`config.mk`:
```
export PLATFORM = sky130hd
export DESIGN_NAME = bod_reset_ctrl
export DESIGN_NICKNAME = d
export VERILOG_FILES = /design/src/rtl/bod_pkg.sv /design/src/rtl/bod_sync.sv /design/src/rtl/bod_decode.sv /design/src/rtl/bod_seq.sv /design/src/rtl/bod_reset_ctrl.sv
export SDC_FILE = /design/constraint.sdc
export NUM_CORES = 1
export LEC_CHECK = 0
export ABC_AREA = 1
export BUFFER_PORTS_ARGS = -buffer_cell sky130_fd_sc_hd__buf_4
export CAP_MARGIN = 20
export CORE_UTILIZATION = 31
export CTS_CLUSTER_DIAMETER = 120
export DETAILED_ROUTE_END_ITERATION = 6
export GPL_TIMING_DRIVEN = 0
export PLACE_DENSITY = 0.52
export SLEW_MARGIN = 25
export SYNTH_ARGS = -nofsm -noshare
export SYNTH_HDL_FRONTEND = slang
export SYNTH_SLANG_ARGS = --single-unit
```
`constraint.sdc`:
```
create_clock -name clk -period 1.4 [get_ports clk]
set_input_delay 0.42 -clock clk [delete_from_list [all_inputs] [get_ports clk]]
set_output_delay 0.42 -clock clk [all_outputs]
set_load 0.02 [all_outputs]
```
`src/rtl/bod_pkg.sv`:
```
package bod_pkg;

   localparam int unsigned NUM_SRC  = 2;
   localparam int unsigned SRC_MAIN = 0;
   localparam int unsigned SRC_ANA  = 1;
   localparam int unsigned REG_W    = 2 * NUM_SRC + 2;

   localparam logic [1:0] ADDR_CTRL = 2'd0;
   localparam logic [1:0] ADDR_MASK = 2'd1;
   localparam logic [1:0] ADDR_STAT = 2'd2;

   typedef enum logic [1:0] {
      ACT_NONE  = 2'd0,
      ACT_IRQ   = 2'd1,
      ACT_NMI   = 2'd2,
      ACT_RESET = 2'd3
   } bod_act_e;

   typedef enum logic [1:0] {
      SEQ_RUN,
      SEQ_HOLD_POR,
      SEQ_HOLD_SYS,
      SEQ_INIT
   } bod_seq_e;

   localparam logic [1:0] RST_KIND_DEFAULT = 2'd3;

   function automatic bod_act_e default_act(input int unsigned src);
      return (src == SRC_MAIN) ? ACT_RESET : ACT_NONE;
   endfunction

endpackage

```
`src/rtl/bod_sync.sv`:
```
module bod_sync #(
   parameter int unsigned STAGES = 2
) (
   input  logic clk,
   input  logic rst_n,
   input  logic async_i,
   output logic level_o,
   output logic rise_o
);

   if (STAGES < 2) begin : g_bad_stages
      $error("bod_sync: STAGES must be at least 2");
   end

   logic [STAGES-1:0] sh_q;
   logic              prev_q;

   always_ff @(posedge clk or negedge rst_n) begin
      if (!rst_n) begin
         sh_q   <= '0;
         prev_q <= 1'b0;
      end else begin
         sh_q   <= {sh_q[STAGES-2:0], async_i};
         prev_q <= sh_q[STAGES-1];
      end
   end

   assign level_o = sh_q[STAGES-1];
   assign rise_o  = sh_q[STAGES-1] & ~prev_q;

endmodule

```
`src/rtl/bod_decode.sv`:
```
module bod_decode
   import bod_pkg::*;
(
   input  bod_act_e   act_i,
   input  logic [1:0] kind_i,
   input  logic       rise_i,
   output logic       stat_set_o,
   output logic       nmi_req_o,
   output logic       rst_req_o
);

   always_comb begin
      stat_set_o = rise_i && (act_i != ACT_NONE);
      nmi_req_o  = rise_i && (act_i == ACT_NMI);
      // kind codes 2 and 3 turn a reset action into a real reset
      rst_req_o  = rise_i && (act_i == ACT_RESET) && kind_i[1];
   end

endmodule

```
`src/rtl/bod_seq.sv`:
```
module bod_seq
   import bod_pkg::*;
#(
   parameter int unsigned INIT_CYCLES = 16
) (
   input  logic               clk,
   input  logic               rst_n,
   input  logic               req_i,
   input  logic               full_i,
   input  logic [NUM_SRC-1:0] req_src_i,
   input  logic [NUM_SRC-1:0] lvl_i,
   output logic               por_o,
   output logic               sys_o,
   output logic               enter_por_o
);

   if (INIT_CYCLES < 2) begin : g_bad_init
      $error("bod_seq: INIT_CYCLES must be at least 2");
   end

   localparam int unsigned    CNT_W    = (INIT_CYCLES > 2) ? $clog2(INIT_CYCLES) : 1;
   localparam logic [CNT_W-1:0] CNT_LAST = CNT_W'(INIT_CYCLES - 1);

   bod_seq_e           state_q;
   logic [NUM_SRC-1:0] hold_q;
   logic [CNT_W-1:0]   cnt_q;
   logic [NUM_SRC-1:0] hold_all;
   logic               supply_ok;

   assign hold_all  = hold_q | req_src_i;
   assign supply_ok = (hold_all & lvl_i) == '0;

   always_ff @(posedge clk or negedge rst_n) begin
      if (!rst_n) begin
         state_q <= SEQ_RUN;
         hold_q  <= '0;
         cnt_q   <= '0;
      end else begin
         case (state_q)
            SEQ_RUN: begin
               if (req_i) begin
                  hold_q  <= req_src_i;
                  state_q <= full_i ? SEQ_HOLD_POR : SEQ_HOLD_SYS;
               end
            end
            SEQ_HOLD_POR: begin
               hold_q <= hold_all;
               if (supply_ok) begin
                  state_q <= SEQ_INIT;
                  cnt_q   <= '0;
                  hold_q  <= '0;
               end
            end
            SEQ_HOLD_SYS: begin
               hold_q <= hold_all;
               if (supply_ok) begin
                  state_q <= SEQ_RUN;
                  hold_q  <= '0;
               end
            end
            SEQ_INIT: begin
               if (req_i) begin
                  hold_q  <= req_src_i;
                  state_q <= SEQ_HOLD_POR;
               end else if (cnt_q == CNT_LAST) begin
                  state_q <= SEQ_RUN;
               end else begin
                  cnt_q <= cnt_q + 1'b1;
               end
            end
            default: state_q <= SEQ_RUN;
         endcase
      end
   end

   assign por_o       = (state_q == SEQ_HOLD_POR) || (state_q == SEQ_INIT);
   assign sys_o       = (state_q == SEQ_HOLD_SYS);
   assign enter_por_o = (state_q == SEQ_RUN) && req_i && full_i;

   // a hold persists while a requesting supply is still low-voltage
   assert_hold_while_low_R6: assert property (@(posedge clk) disable iff (!rst_n)
      ((state_q == SEQ_HOLD_POR || state_q == SEQ_HOLD_SYS) && ((hold_q & lvl_i) != '0))
      |=> (por_o || sys_o));

   // the initialization phase keeps the power-on reset asserted
   assert_init_holds_por_R5: assert property (@(posedge clk) disable iff (!rst_n)
      (state_q == SEQ_INIT && cnt_q != CNT_LAST) |=> por_o);

   // the two reset outputs never overlap
   assert_reset_excl_R5: assert property (@(posedge clk) disable iff (!rst_n)
      !(por_o && sys_o));

endmodule

```
`src/rtl/bod_reset_ctrl.sv`:
```
module bod_reset_ctrl
   import bod_pkg::*;
#(
   parameter int unsigned SYNC_STAGES = 2,
   parameter int unsigned INIT_CYCLES = 16
) (
   input  logic             clk,
   input  logic             rst_n,
   input  logic             main_low_i,
   input  logic             ana_low_i,
   input  logic             reg_we_i,
   input  logic [1:0]       reg_addr_i,
   input  logic [REG_W-1:0] reg_wdata_i,
   output logic [REG_W-1:0] reg_rdata_o,
   output logic             irq_o,
   output logic             nmi_o,
   output logic             por_o,
   output logic             sysrst_o
);

   localparam int unsigned KIND_LSB = 2 * NUM_SRC;

   logic [NUM_SRC-1:0] flag_in;
   logic [NUM_SRC-1:0] lvl;
   logic [NUM_SRC-1:0] rise;
   logic [NUM_SRC-1:0] stat_set;
   logic [NUM_SRC-1:0] nmi_req;
   logic [NUM_SRC-1:0] rst_req;

   bod_act_e   act_q [NUM_SRC];
   logic [1:0] kind_q;
   logic       mask_q;
   logic       raw_q;
   logic       cause_q;
   logic       nmi_q;

   logic busy;
   logic wr_ok;
   logic enter_por;
   logic clr_raw;
   logic clr_cause;

   assign flag_in[SRC_MAIN] = main_low_i;
   assign flag_in[SRC_ANA]  = ana_low_i;

   for (genvar gi = 0; gi < NUM_SRC; gi++) begin : g_src
      bod_sync #(.STAGES(SYNC_STAGES)) i_sync (
         .clk     (clk),
         .rst_n   (rst_n),
         .async_i (flag_in[gi]),
         .level_o (lvl[gi]),
         .rise_o  (rise[gi])
      );
      bod_decode i_decode (
         .act_i      (act_q[gi]),
         .kind_i     (kind_q),
         .rise_i     (rise[gi]),
         .stat_set_o (stat_set[gi]),
         .nmi_req_o  (nmi_req[gi]),
         .rst_req_o  (rst_req[gi])
      );
   end

   bod_seq #(.INIT_CYCLES(INIT_CYCLES)) i_seq (
      .clk         (clk),
      .rst_n       (rst_n),
      .req_i       (|rst_req),
      .full_i      (kind_q[0]),
      .req_src_i   (rst_req),
      .lvl_i       (lvl),
      .por_o       (por_o),
      .sys_o       (sysrst_o),
      .enter_por_o (enter_por)
   );

   assign busy      = por_o | sysrst_o;
   assign wr_ok     = reg_we_i & ~busy;
   assign clr_raw   = wr_ok && (reg_addr_i == ADDR_STAT) && reg_wdata_i[0];
   assign clr_cause = wr_ok && (reg_addr_i == ADDR_STAT) && reg_wdata_i[2];

   always_ff @(posedge clk or negedge rst_n) begin
      if (!rst_n) begin
         for (int i = 0; i < NUM_SRC; i++) act_q[i] <= default_act(i);
         kind_q  <= RST_KIND_DEFAULT;
         mask_q  <= 1'b0;
         raw_q   <= 1'b0;
         cause_q <= 1'b0;
         nmi_q   <= 1'b0;
      end else begin
         if (enter_por) begin
            for (int i = 0; i < NUM_SRC; i++) act_q[i] <= default_act(i);
            kind_q <= RST_KIND_DEFAULT;
            mask_q <= 1'b0;
         end else if (wr_ok && reg_addr_i == ADDR_CTRL) begin
            for (int i = 0; i < NUM_SRC; i++) act_q[i] <= bod_act_e'(reg_wdata_i[2*i +: 2]);
            kind_q <= reg_wdata_i[KIND_LSB +: 2];
         end else if (wr_ok && reg_addr_i == ADDR_MASK) begin
            mask_q <= reg_wdata_i[0];
         end
         // a new event wins over a clear arriving on the same edge
         raw_q   <= (raw_q & ~clr_raw) | (|stat_set);
         cause_q <= (cause_q & ~clr_cause) | (|rst_req);
         nmi_q   <= |nmi_req;
      end
   end

   always_comb begin
      reg_rdata_o = '0;
      case (reg_addr_i)
         ADDR_CTRL: begin
            for (int i = 0; i < NUM_SRC; i++) reg_rdata_o[2*i +: 2] = act_q[i];
            reg_rdata_o[KIND_LSB +: 2] = kind_q;
         end
         ADDR_MASK: reg_rdata_o[0] = mask_q;
         ADDR_STAT: begin
            reg_rdata_o[0] = raw_q;
            reg_rdata_o[1] = raw_q & mask_q;
            reg_rdata_o[2] = cause_q;
         end
         default: reg_rdata_o = '0;
      endcase
   end

   assign irq_o = raw_q & mask_q;
   assign nmi_o = nmi_q;

   // the cause bit only rises together with an asserted reset output
   assert_cause_with_reset_R8: assert property (@(posedge clk) disable iff (!rst_n)
      $rose(cause_q) |-> (por_o || sysrst_o));

   // an NMI pulse is always accompanied by the raw status bit
   assert_nmi_sets_raw_R4: assert property (@(posedge clk) disable iff (!rst_n)
      nmi_o |-> raw_q);

   // the raw bit is sticky until software clears it
   assert_raw_sticky_R9: assert property (@(posedge clk) disable iff (!rst_n)
      (raw_q && !clr_raw) |=> raw_q);

   // configuration does not move while a reset is asserted
   assert_cfg_frozen_R11: assert property (@(posedge clk) disable iff (!rst_n)
      busy |=> ($stable(kind_q) && $stable(mask_q) && $stable(act_q[SRC_MAIN])
                && $stable(act_q[SRC_ANA])));

endmodule

```
==> reports/summary.txt <==
Class of the tightest hold or removal check: input port to asynchronous set/reset pin
Routed wire per std cell: 13.1 µm
Proportion of synthesized chip area in sequential cells: 43.6%
Pin count of the biggest net entering global routing: 25
Period Utilization, post-route: 114%
Max Buffers Root-to-Sink: 2
Max-cap violations: 0
Number of slew-limit violations in the final report: 0
Library cell contributing the largest single delay on the critical path: dfrtp_2
Top library cells by usage in the layout, fill and taps aside: 30 x buf_4, 22 x nand2_1, 18 x dfrtp_1
Clk pin slew, worst setup/hold paths: 90 ps
Detailed placement HPWL: 2160 µm
Latest clock arrival within the worst-skew pair: 270 ps
Net count, final: 236
TritonCTS clock tree: built
Max stage delay on crit path: 470 ps
Max Clk Rate: 629 MHz
Worst EP required: 980 ps
Final Setup Violations: 21
Setup crit end kind: output pin
Fillers: 388
Power Dens Cells: 1860 nW/µm²
Number of warnings reported in the yosys synthesis log: 0
Initial Utilization: 33.5%
Final worst hold slack: 39.6 ps
Most frequent standard cell in the layout excluding fill and tap cells: buf_4
Via count of the first global-routing pass: 1200
CP bufs+invs: 2
Slew of the pin with the lowest slew margin: 334 ps
Global-route wire length before repair: 5380 µm
Number of cell rows: 23
Overall Global Routing Usage: 15.5%
Via count of the routed design: 1257
Crit path cell chain: ha_4 > inv_4 > nand2_4 > buf_6
Area of the mapped netlist: 1390 µm²
Violations in the final reports: negative setup slack
First-pass DRT Iterations: 4
CTS Root Buffer Type: clkbuf_8
Avg Vias per Cell: 4.73
Remaining design rule violation count: 0
Top delay family on crit path: flip-flops
Largest fanout on the critical path: 4
WP depth: 4
Run status: complete, but fails checks
Initial detailed-routing violation count: 50
Launching element type of the critical path: flip-flop
Ports placed on the boundary: 23
DRT Wirelength: 3490 µm
RSZ-0062 raised after global routing: true
Flops & latches, synth: 24
Number of I/O port buffers: 22
Final hold viol count: 0
Gate count after technology mapping: 165
Final ANT Viol Nets: 0
Post-detailed-placement cell area: 1640 µm²
Arrival time at the worst endpoint: 1170 ps
Crit path setup slack, layout: -190 ps
Share of layout cells above drive strength 1: 60.2%
Crit Path Class: flip-flop to output pin
VDD IR-drop max: 0.00120 V
Area of the placeable core: 4140 µm²
Max-slew headroom at the worst pin: 77.8%
Post-synthesis net count: 184
Finished Cell Area: 2170 µm²
Number of clock sinks: 24
Total number of H-tree levels: 1
Setup Slack @ Placement: -180 ps
Length in cells of the worst reg-to-reg path: 7
Post-synthesis cell type count: 26
Number of hold buffers added after cts: 0
Antenna violations before repair: 0
Leakage power of the design: 0.00105 µW
Antenna Cells: 0
Die Area: 4760 µm²
Area overhead of the layout relative to synthesis: 56.3%
Die H: 69.0 µm
Placer Congestion: 0.783
Fin crit period: 1590 ps
Number of buffers created by CTS: 3
Die X: 69.0 µm
Clock skew: 2.16 ps
Mean Syn Cell Area: 8.42 µm²
Gr ovfl total: 0
==> kinds of logic after synthesis <==
| kind of cell | count (synthesis) | synth area share (%) |
|---|---|---|
| and+or+nand+nor | 89 | 34.6 |
| DFF | 24 | 43.6 |
| buffers and inverters | 26 | 7.02 |
| adders and majority gates | 6 | 5.40 |
| AOI/OAI and AO/OA | 19 | 8.82 |
| xor gates and xnor gates | 1 | 0.630 |
==> state kept, by name, summed over array words and instances (netlist names) <==
register	cells
i_seq.hold_q	2
nmi_o	1
i_seq.state_q	2
cause_q	1
act_q	4
kind_q	2
i_seq.cnt_q	4
mask_q	1
g_src.i_sync.sh_q	4
g_src.i_sync.prev_q	2
raw_q	1
==> stage by stage <==
step                total power [µW]  std cells  utilization [%]  setup TNS [ps]
detailed placement              2490        237             39.5           -1740
global route                    4300        266             52.4           -2920
global placement                2460        237             39.5           -1420
finish                          4050        266             52.4           -1510
CTS                             3760        260             48.9            -927
floorplan                       2110        165                -           -41.4
==> synth_stat cells (all sizes together) <==
library cell,number,share of area [%]
or2,1,0.45
dfstp,4,7.6
nand3,17,7.9
o21ai,13,5.0
o31ai,1,0.54
nor3,1,0.36
clkinv,2,0.54
ha,6,5.4
nor2,24,8.5
o21bai,1,0.81
dfrtp,20,36
inv,24,6.5
a21oi,4,2.5
nand2,45,17
nand3b,1,0.54
xor2,1,0.63
==> layout make-up <==
class,instances,area [µm²],share of cell area [%]
well taps,50,62.6,2.88
repair buffers,47,425,19.6
inverters,26,106,4.89
flip-flops and latches,24,608,28.0
multi-input cells,115,900,41.4
clock inverters,1,30.0,1.38
clock buffers,3,41.3,1.90
==> what timing repair did <==
item / CTS / global route
setup endpoints to repair: 22 / 25
gates resized for setup: 45 / 31
pin swaps: 17 / 15
buffers inserted: 19 / 7
==> routing by layer <==
metal,routed length (µm),track usage (%),up-vias,share of wire [%]
met5,0,0,-,0
met2,1850,26.6,20,53
met1,1490,18.9,607,43
met3,95,3.45,8,2.7
met4,59,5.61,0,1.7
li1,-,-,622,-
==> worst paths after layout <==
kind                            slack, ps                      end               startpoint
max in group asynchronous            1060                 act_q[3]                    rst_n
worst min-delay path                   40                    nmi_o                    rst_n
worst max register to register       -110                    raw_q         i_seq.state_q[1]
min in group clk                      250  g_src[1].i_sync.sh_q[0]                ana_low_i
worst min register to register        360  g_src[0].i_sync.sh_q[1]  g_src[0].i_sync.sh_q[0]
worst max-delay path                 -190                    por_o         i_seq.state_q[0]
==> where the power goes <==
part | internal [µW] | switching, µW | total [µW]
logic | 1110 | 1250 | 2360
clock network | 383 | 239 | 621
registers | 905 | 161 | 1070
total | 2400 | 1650 | 4050
No activity file was read; power rests on OpenSTA's default activity.
